File: config.mk
export PLATFORM = sky130hd
export DESIGN_NAME = mcg_bus_timing
export DESIGN_NICKNAME = d
export VERILOG_FILES = /design/src/rtl/mcg_pkg.sv /design/src/rtl/mcg_rst_sync.sv /design/src/rtl/mcg_phase_cnt.sv /design/src/rtl/mcg_strobe_dec.sv /design/src/rtl/mcg_bus_timing.sv
export SDC_FILE = /design/constraint.sdc
export NUM_CORES = 1
export LEC_CHECK = 0
export BUFFER_PORTS_ARGS = -buffer_cell sky130_fd_sc_hd__clkbuf_2
export CORE_AREA = 2 2 45 47
export CTS_CLUSTER_SIZE = 20
export DETAILED_ROUTE_END_ITERATION = 7
export DIE_AREA = 0 0 47 49
export GPL_TIMING_DRIVEN = 0
export PLACE_DENSITY = 0.47
export SYNTH_ARGS = -nofsm -noshare
export SYNTH_HDL_FRONTEND = slang
export SYNTH_SLANG_ARGS = --single-unit
File: constraint.sdc
create_clock -name clk -period 1.7 [get_ports clk]
set_input_delay 0.17 -clock clk [delete_from_list [all_inputs] [get_ports clk]]
set_output_delay 0.17 -clock clk [all_outputs]
set_load 0.005 [all_outputs]
File: src/rtl/mcg_pkg.sv
`timescale 1ns/1ps
package mcg_pkg;

  // Registered strobe bundle leaving the decoder.
  typedef struct packed {
    logic ale;
    logic psen_n;
    logic start;
  } mcg_strobe_t;

  localparam mcg_strobe_t MCG_STROBE_IDLE = '{ale: 1'b0, psen_n: 1'b1, start: 1'b0};

endpackage

File: src/rtl/mcg_rst_sync.sv
`timescale 1ns/1ps
module mcg_rst_sync #(
  parameter int STAGES = 2
) (
  input  logic clk,
  input  logic rst_n,
  output logic rst_sync_n
);

  logic [STAGES-1:0] sync_q;
  logic [STAGES-1:0] sync_d;

  always_comb begin
    sync_d = {sync_q[STAGES-2:0], 1'b1};
  end

  always_ff @(posedge clk or negedge rst_n) begin
    if (!rst_n) begin
      sync_q <= '0;
    end else begin
      sync_q <= sync_d;
    end
  end

  assign rst_sync_n = sync_q[STAGES-1];

endmodule

File: src/rtl/mcg_phase_cnt.sv
`timescale 1ns/1ps
module mcg_phase_cnt #(
  parameter int PHASES = 12,
  parameter int PW     = $clog2(PHASES)
) (
  input  logic          clk,
  input  logic          rst_n,
  input  logic          en,
  output logic [PW-1:0] phase_q,
  output logic [PW-1:0] phase_nxt,
  output logic          wrap_nxt
);

  localparam logic [PW-1:0] LAST = PW'(PHASES - 1);

  always_comb begin
    phase_nxt = phase_q;
    wrap_nxt  = 1'b0;
    if (en) begin
      if (phase_q == LAST) begin
        phase_nxt = '0;
        wrap_nxt  = 1'b1;
      end else begin
        phase_nxt = phase_q + 1'b1;
      end
    end
  end

  always_ff @(posedge clk or negedge rst_n) begin
    if (!rst_n) begin
      phase_q <= '0;
    end else if (en) begin
      phase_q <= phase_nxt;
    end
  end

endmodule

File: src/rtl/mcg_strobe_dec.sv
`timescale 1ns/1ps
module mcg_strobe_dec
  import mcg_pkg::*;
#(
  parameter int PHASES     = 12,
  parameter int PW         = $clog2(PHASES),
  parameter int ALE_LEN    = 2,
  parameter int PSEN_START = 3,
  parameter int PSEN_LEN   = 3
) (
  input  logic          clk,
  input  logic          rst_n,
  input  logic          en,
  input  logic [PW-1:0] phase_nxt,
  input  logic          wrap_nxt,
  input  logic          fetch_req,
  output mcg_strobe_t   strobe_q
);

  localparam int HALF  = PHASES / 2;
  localparam int SLOTS = 2;

  logic             fetch_q;
  logic             fetch_d;
  logic [SLOTS-1:0] ale_hit;
  logic [SLOTS-1:0] psen_hit;
  mcg_strobe_t      strobe_d;

  // One address window and one code-read window per half cycle.
  for (genvar h = 0; h < SLOTS; h++) begin : g_half
    localparam logic [PW-1:0] A_LO = PW'(h * HALF);
    localparam logic [PW-1:0] A_HI = PW'(h * HALF + ALE_LEN);
    localparam logic [PW-1:0] P_LO = PW'(h * HALF + PSEN_START);
    localparam logic [PW-1:0] P_HI = PW'(h * HALF + PSEN_START + PSEN_LEN);
    always_comb begin
      ale_hit[h]  = (phase_nxt >= A_LO) && (phase_nxt < A_HI);
      psen_hit[h] = (phase_nxt >= P_LO) && (phase_nxt < P_HI);
    end
  end

  always_comb begin
    fetch_d         = wrap_nxt ? fetch_req : fetch_q;
    strobe_d.ale    = |ale_hit;
    strobe_d.psen_n = !(fetch_d && (|psen_hit));
    strobe_d.start  = (phase_nxt == '0);
  end

  always_ff @(posedge clk or negedge rst_n) begin
    if (!rst_n) begin
      fetch_q  <= 1'b0;
      strobe_q <= MCG_STROBE_IDLE;
    end else if (en) begin
      fetch_q  <= fetch_d;
      strobe_q <= strobe_d;
    end
  end

endmodule

File: src/rtl/mcg_bus_timing.sv
`timescale 1ns/1ps
module mcg_bus_timing
  import mcg_pkg::*;
#(
  parameter int PHASES     = 12,
  parameter int PW         = 4,
  parameter int ALE_LEN    = 2,
  parameter int PSEN_START = 3,
  parameter int PSEN_LEN   = 3,
  parameter int SYNC_STAGES = 2
) (
  input  logic          clk,
  input  logic          rst_n,
  input  logic          fetch_req,
  output logic          ale_o,
  output logic          psen_n_o,
  output logic          cycle_start_o,
  output logic [PW-1:0] phase_o
);

  logic          rst_sync_n;
  logic [PW-1:0] phase_q;
  logic [PW-1:0] phase_nxt;
  logic          wrap_nxt;
  mcg_strobe_t   strobe_q;

  mcg_rst_sync #(.STAGES(SYNC_STAGES)) i_rst_sync (
    .clk        (clk),
    .rst_n      (rst_n),
    .rst_sync_n (rst_sync_n)
  );

  mcg_phase_cnt #(.PHASES(PHASES), .PW(PW)) i_phase_cnt (
    .clk       (clk),
    .rst_n     (rst_sync_n),
    .en        (rst_sync_n),
    .phase_q   (phase_q),
    .phase_nxt (phase_nxt),
    .wrap_nxt  (wrap_nxt)
  );

  mcg_strobe_dec #(
    .PHASES     (PHASES),
    .PW         (PW),
    .ALE_LEN    (ALE_LEN),
    .PSEN_START (PSEN_START),
    .PSEN_LEN   (PSEN_LEN)
  ) i_strobe_dec (
    .clk       (clk),
    .rst_n     (rst_sync_n),
    .en        (rst_sync_n),
    .phase_nxt (phase_nxt),
    .wrap_nxt  (wrap_nxt),
    .fetch_req (fetch_req),
    .strobe_q  (strobe_q)
  );

  assign phase_o       = phase_q;
  assign ale_o         = strobe_q.ale;
  assign psen_n_o      = strobe_q.psen_n;
  assign cycle_start_o = strobe_q.start;

endmodule

==> summary.txt, run 1 <==
Detailed routing
  • Post-DRT Antenna Nets: 0
  • Final WL: approximately 1000 um
  • First DRT Iteration DRCs: 7
  • Via count: 392
  • Routed len/inst: around 12 um
  • DR pass1 iterations: 2
  • Vias per cell: 4.40
  • # DRC: 0

CTS
  • H-tree levels: 1
  • Sinks on Clock Net: 10
  • Clock Path Buffers: 2
  • Cts bufs inserted: 3
  • Root buffer cell: clkbuf_4
  • CTS tree: yes
  • Worst-path clk slew: 0.07 ns
  • Worst-Skew Late Latency: 0.26 ns

GRT
  • First-pass GRT wire length: 1810 um
  • GRT Residual Overflow: 0
  • Largest net degree at the start of global routing: 11
  • Initial antenna violation count: 0
  • All-Layer GR Usage: 0.113
  • Vias in the first global route: 371

Layout
  • Fraction of layout cells with a size suffix above 1: 0.468
  • Final non-filler cell total: 89
  • # diodes: 0
  • Post-layout util: 0.365
  • FILL cells: 203
  • NumNets Final: 67
  • Commonest non-fill, non-tap cell in the layout: clkbuf_2
  • Syn-to-layout area delta: 32.8%
  • Commonest cells after routing, fill and taps aside: clkbuf_2 (9), dfrtp_1 (7), nand2_1 (5), buf_4 (4), clkbuf_4 (3)

Die
  • Initial core utilization: 0.275
  • Core area: ~1800 um^2
  • I/O pins: 10
  • Die X-Extent: 47 um
  • DIE AREA: 2300 um^2
  • Cell Rows: 16
  • Die Height: slightly below 50 um

Worst setup path
  • Crit Path Category: flip-flop to flip-flop
  • Crit end category: flip-flop
  • Worst EP required: 1.86 ns
  • WP data arrival: about 1.7 ns
  • CP max FO: 5
  • Element type at the critical path start: flip-flop

Placement
  • Detailed placement HPWL: 718 um
  • Cells after DPL: 81
  • I/O Buffers: 9
  • Final Wtd Congestion: 0.674

Status
  • Status: finished clean

Timing
  • Worst Skew: 0.000908 ns
  • FMAX: 647 MHz
  • Final min period: 1.55 ns
  • Final Slew Violations: 0
  • Final setup vio count: 0
  • Endpoints failing hold: 0
  • RSZ-0062 raised after global routing: no
  • Final Cycle Share: 0.909

Power and ir drop
  • Clock share of power: 0.166
  • Sw Pwr: roughly 0.00049 W
  • Sequential Power Share: 0.352
  • P_int: between 0.0007 and 0.0008 W
  • Logic pwr share: 0.481
  • Power Total: 0.00128 W
  • Switching Share: 0.379
  • Power per cell area: 1910 nW/um^2
  • Lkg Pwr: ~0.3 nW
  • Peak VDD IR: 0.601 mV

Synth
  • YS warnings: 0
  • Synthesized area: 507 um^2
  • Syn Area/Cell: 11.3 um^2
  • Ys flop type: dfrtp_1
  • Synth async-reset ratio: 1.00
  • Post-synthesis cell type count: 27
  • Syn_nets: 49
  • Synthesis-stage register bit count: 10
  • Post-synth EDFFs: 0
  • Cells after synthesis: 45
  • Register area share after synthesis: 0.496

Min path
  • Hold crit path type: flip-flop to asynchronous set/reset pin

Run
  • Maxcap violations: 0
[cell families after synthesis]
kind of cell / count (synthesis) / synth area share
XOR/XNOR: 2 / 0.0346
AND/OR/NAND/NOR: 12 / 0.133
buffers and inverters: 3 / 0.0296
AO/OA/AOI/OAI: 12 / 0.190
other: 1 / 0.00740
multiplexers: 4 / 0.0839
adder cells (fa/ha/maj): 1 / 0.0247
flip-flops: 10 / 0.496
[metrics by stage]
| stage | instance area [um^2] | TNS [ns] | setup slack, ns | hold WS (ns) |
|---|---|---|---|---|
| 6_report | 673 | 0 | 0.154 | 0.163 |
| 5_1_grt | 673 | 0 | 0.0193 | 0.162 |
| 3_3_place_gp | 586 | -0.0640 | -0.0323 | -0.0447 |
| 2_1_floorplan | 507 | 0 | 0.170 | -0.126 |
| 3_5_place_dp | 586 | -0.0860 | -0.0461 | -0.0410 |
| 4_1_cts | 638 | 0 | 0.0171 | 0.122 |
[worst max-delay path, stage by stage, from the launching register on]
cell     delay (ns)
dfrtp_2        0.45
ha_4           0.19
nand2_1        0.09
mux2i_2        0.32
inv_1          0.11
o41ai_2        0.29
[worst paths after layout]
check                                                  endpoint  cells after the start  slack, ns                               start
hold reg to reg                i_strobe_dec.fetch_q$_DFFE_PN0P_                      1       0.16      i_rst_sync.sync_q[1]$_DFF_PN0_
hold / removal                 i_strobe_dec.fetch_q$_DFFE_PN0P_                      1       0.16      i_rst_sync.sync_q[1]$_DFF_PN0_
setup / recovery           i_strobe_dec.strobe_q[0]$_DFFE_PN0P_                      5       0.15  i_phase_cnt.phase_q[0]$_DFFE_PN0P_
setup reg to reg           i_strobe_dec.strobe_q[0]$_DFFE_PN0P_                      5       0.15  i_phase_cnt.phase_q[0]$_DFFE_PN0P_
min in group clk               i_strobe_dec.fetch_q$_DFFE_PN0P_                      2       0.16                           fetch_req
max in group asynchronous  i_strobe_dec.strobe_q[1]$_DFFE_PN1P_                      1       1.29      i_rst_sync.sync_q[1]$_DFF_PN0_
[state kept, by name (all words and copies together), names as in the netlist]
register               count
i_phase_cnt.phase_q        4
i_strobe_dec.strobe_q      3
i_rst_sync.sync_q          2
i_strobe_dec.fetch_q       1
[cell usage after synthesis, drive strengths merged (2+ instances only)]
cell type,n,area (um^2)
inv,2,7.51
dfrtp,9,225
o211ai,2,15.0
mux2,2,22.5
nand2,6,25.0
nor2,2,7.51
o21ai,3,18.8
mux2i,2,20.0
[power by group through the flow]
stage / clock [W] / sequential, W / combinational, W
after floorplan: 0 / 0.000441 / 0.000378
after global placement: 0 / 0.000453 / 0.000538
after detailed placement: 0 / 0.000454 / 0.000535
after CTS: 0.000223 / 0.000455 / 0.000553
after global routing: 0.000239 / 0.000477 / 0.000715
final: 0.000213 / 0.000452 / 0.000617
[repair_timing]
item | CTS | global route
endpoints found under the setup margin | 2 | 3
setup buffers | 0 | 3
gates resized for setup | 3 | 2
pin swaps | 0 | 0
gates cloned | 0 | 0
hold buffers | 1 | 0
endpoints found under the hold margin | 2 | 0
[final cells by class]
cell class                 instances  area [um^2]  share of cell area
clock buffer                       4         36.3              0.0539
tap                               27         33.8              0.0502
buffer                             1         7.51              0.0112
sequential                        10          254               0.377
timing repair buffer              13         77.6               0.115
multi-input combinational         32          256               0.381
inverter                           2         7.51              0.0112
[per-layer routing]
metal	global-route usage	vias up	share of wire
met3	0.0333	2	0.024
met1	0.179	182	0.53
li1	-	201	-
met2	0.128	7	0.44
met4	0.0694	0	0.0097
met5	0	-	0
Note: power is estimated with default switching activity, not from simulation.
==> run 2: changes to the inputs <==
--- a/config.mk
+++ b/config.mk
@@ -12,6 +12,7 @@
 export DIE_AREA = 0 0 47 49
 export GPL_TIMING_DRIVEN = 0
 export PLACE_DENSITY = 0.47
+export SETUP_SLACK_MARGIN = 0.3
 export SYNTH_ARGS = -nofsm -noshare
 export SYNTH_HDL_FRONTEND = slang
 export SYNTH_SLANG_ARGS = --single-unit
==> run 2 against run 1 <==
Final cell count grew 5.6%. Clock power is 2% lower. Power up 17%. Non-clock buffer count grew 5. Count of clock-buffer cells in the layout stayed put. Global-route usage increased by 0.51 points. Core utilization increased by 4.1 points. Sequential share of layout area down 3.7 points.
==> summary.txt, run 2 (synthesized netlist as in run 1, its figures left out) <==
Layout
  • Commonest cells after routing, fill and taps aside: clkbuf_2 (9), buf_4 (8), dfrtp_1 (6), nand2_1 (4)
  • Post-layout util: 0.407
  • NumNets Final: approximately 70
  • Commonest non-fill, non-tap cell in the layout: clkbuf_2
  • FILL cells: ~190
  • Syn-to-layout area delta: 47.9%
  • Biggest regs: i_phase_cnt.phase_q: 4 flops, i_strobe_dec.strobe_q: 3 flops, i_rst_sync.sync_q: 2 flops
  • # diodes: 0
  • Largest Register: i_phase_cnt.phase_q
  • Fraction of layout cells with a size suffix above 1: 0.597
  • Max reg flops: 4

Die
  • Die Height: 49 um
  • I/O pins: 10
  • Core area: between 1500 and 2000 um^2
  • DIE AREA: between 2000 and 2500 um^2
  • Die X-Extent: 47 um
  • Initial core utilization: 0.275
  • Cell Rows: 16

CTS
  • Sinks on Clock Net: 10
  • CTS tree: yes
  • H-tree levels: 1
  • Worst-Skew Late Latency: 0.26 ns
  • Cts bufs inserted: 3
  • Root buffer cell: clkbuf_4
  • Clock Path Buffers: 2
  • Worst-path clk slew: 0.07 ns

Timing
  • Hold_ws: 0.160 ns
  • Final setup vio count: 0
  • RSZ-0062 raised after global routing: yes
  • FMAX: 682 MHz
  • Worst Skew: 0.00122 ns
  • Final Slew Violations: 0
  • Final min period: 1.47 ns
  • Final Cycle Share: 0.863
  • Endpoints failing hold: 0
  • Setup TNS Final: 0 ns

Worst setup path
  • Crit Path Category: flip-flop to flip-flop
  • Element type at the critical path start: flip-flop
  • Crit path from: i_phase_cnt.phase_q[0]$_DFFE_PN0P_
  • WP data arrival: 1.65 ns
  • Reg-to-Reg Start: i_phase_cnt.phase_q[0]$_DFFE_PN0P_
  • CP max FO: 5
  • Cells on worst reg2reg path: 5
  • Crit end category: flip-flop
  • Worst EP required: 1.88 ns

Power and ir drop
  • Power per cell area: between 2000 and 2500 nW/um^2
  • Lkg Pwr: 0.333 nW
  • Power Total: between 0.0015 and 0.002 W
  • Peak VDD IR: 0.876 mV

GRT
  • First-pass GRT wire length: roughly 1900 um
  • Largest net degree at the start of global routing: 11
  • Vias in the first global route: approximately 420
  • Initial antenna violation count: 0
  • GRT Residual Overflow: 0
  • All-Layer GR Usage: 0.118

Placement
  • I/O Buffers: 9
  • Final Wtd Congestion: 0.685
  • Detailed placement HPWL: 764 um

Detailed routing
  • Post-DRT Antenna Nets: 0
  • Routed len/inst: ~12 um
  • DR pass1 iterations: 4
  • First DRT Iteration DRCs: 6
  • # DRC: 0
  • Final WL: 1100 um
  • Via count: 421
  • Vias per cell: 4.48

Min path
  • Min-Delay Startpoint: fetch_req
  • Hold crit path type: primary input to flip-flop
  • Hold path depth: 2

Run
  • Maxcap violations: 0

Status
  • Status: finished clean
==> run 2: cell count changes in the layout (fill, tap and decap cells not counted), sizes merged <==
| cell | previous run | this run |
|---|---|---|
| buf | 4 | 9 |
==> run 2: metrics by stage <==
step	std cells	instance area (um^2)	setup WS (ns)
after floorplan	45	547	0.303
after global placement	81	626	0.171
after detailed placement	81	626	0.156
after CTS	90	716	0.235
after global routing	94	749	0.138
final	94	749	0.233
==> run 2: worst max-delay path, stage by stage, from the launching register on <==
cell	delay, ns
dfrtp_2	0.44
ha_4	0.25
mux2_4	0.28
o211ai_1	0.10
a32oi_1	0.12
o211ai_1	0.20
==> run 2: where the power goes <==
part | total [W] | switching [W] | internal (W)
combinational | 0.000832 | 0.000371 | 0.000461
sequential | 0.000467 | 0.000124 | 0.000342
clock | 0.000208 | 0.0000781 | 0.000130
total | 0.00151 | 0.000573 | 0.000933
==> run 2: repair_timing <==
item,4_1_cts,5_1_grt
pin swaps,3,3
setup endpoints to repair,3,3
hold buffers,1,0
buffers inserted,4,4
hold endpoints to repair,2,0
resized for setup,5,1
==> run 2: path summary, 6_finish.rpt <==
check,slack (ns),endpoint
max,0.23,i_strobe_dec.strobe_q[1]$_DFFE_PN1P_
min in group asynchronous,0.19,i_strobe_dec.strobe_q[0]$_DFFE_PN0P_
min reg2reg,0.19,i_strobe_dec.strobe_q[0]$_DFFE_PN0P_
max in group asynchronous,1.30,i_strobe_dec.strobe_q[1]$_DFFE_PN1P_
max reg2reg,0.23,i_strobe_dec.strobe_q[1]$_DFFE_PN1P_
min,0.16,i_strobe_dec.fetch_q$_DFFE_PN0P_
==> run 2: final cells by class <==
class | instances | area (um^2) | share of cell area
timing repair buffer | 18 | 115 | 0.154
clock buffer | 4 | 36.3 | 0.0484
buffer | 1 | 11.3 | 0.0150
multi-input combinational | 32 | 290 | 0.387
inverter | 2 | 7.51 | 0.0100
sequential | 10 | 255 | 0.341
tap | 27 | 33.8 | 0.0451
==> run 2: metal layers <==
| layer | track usage | routed length [um] | vias to the layer above |
|---|---|---|---|
| li1 | - | - | 207 |
| met2 | 0.155 | 533 | 10 |
| met4 | 0.0787 | 21 | 0 |
| met3 | 0.0333 | 53 | 4 |
| met5 | 0 | 0 | - |
| met1 | 0.163 | 493 | 200 |
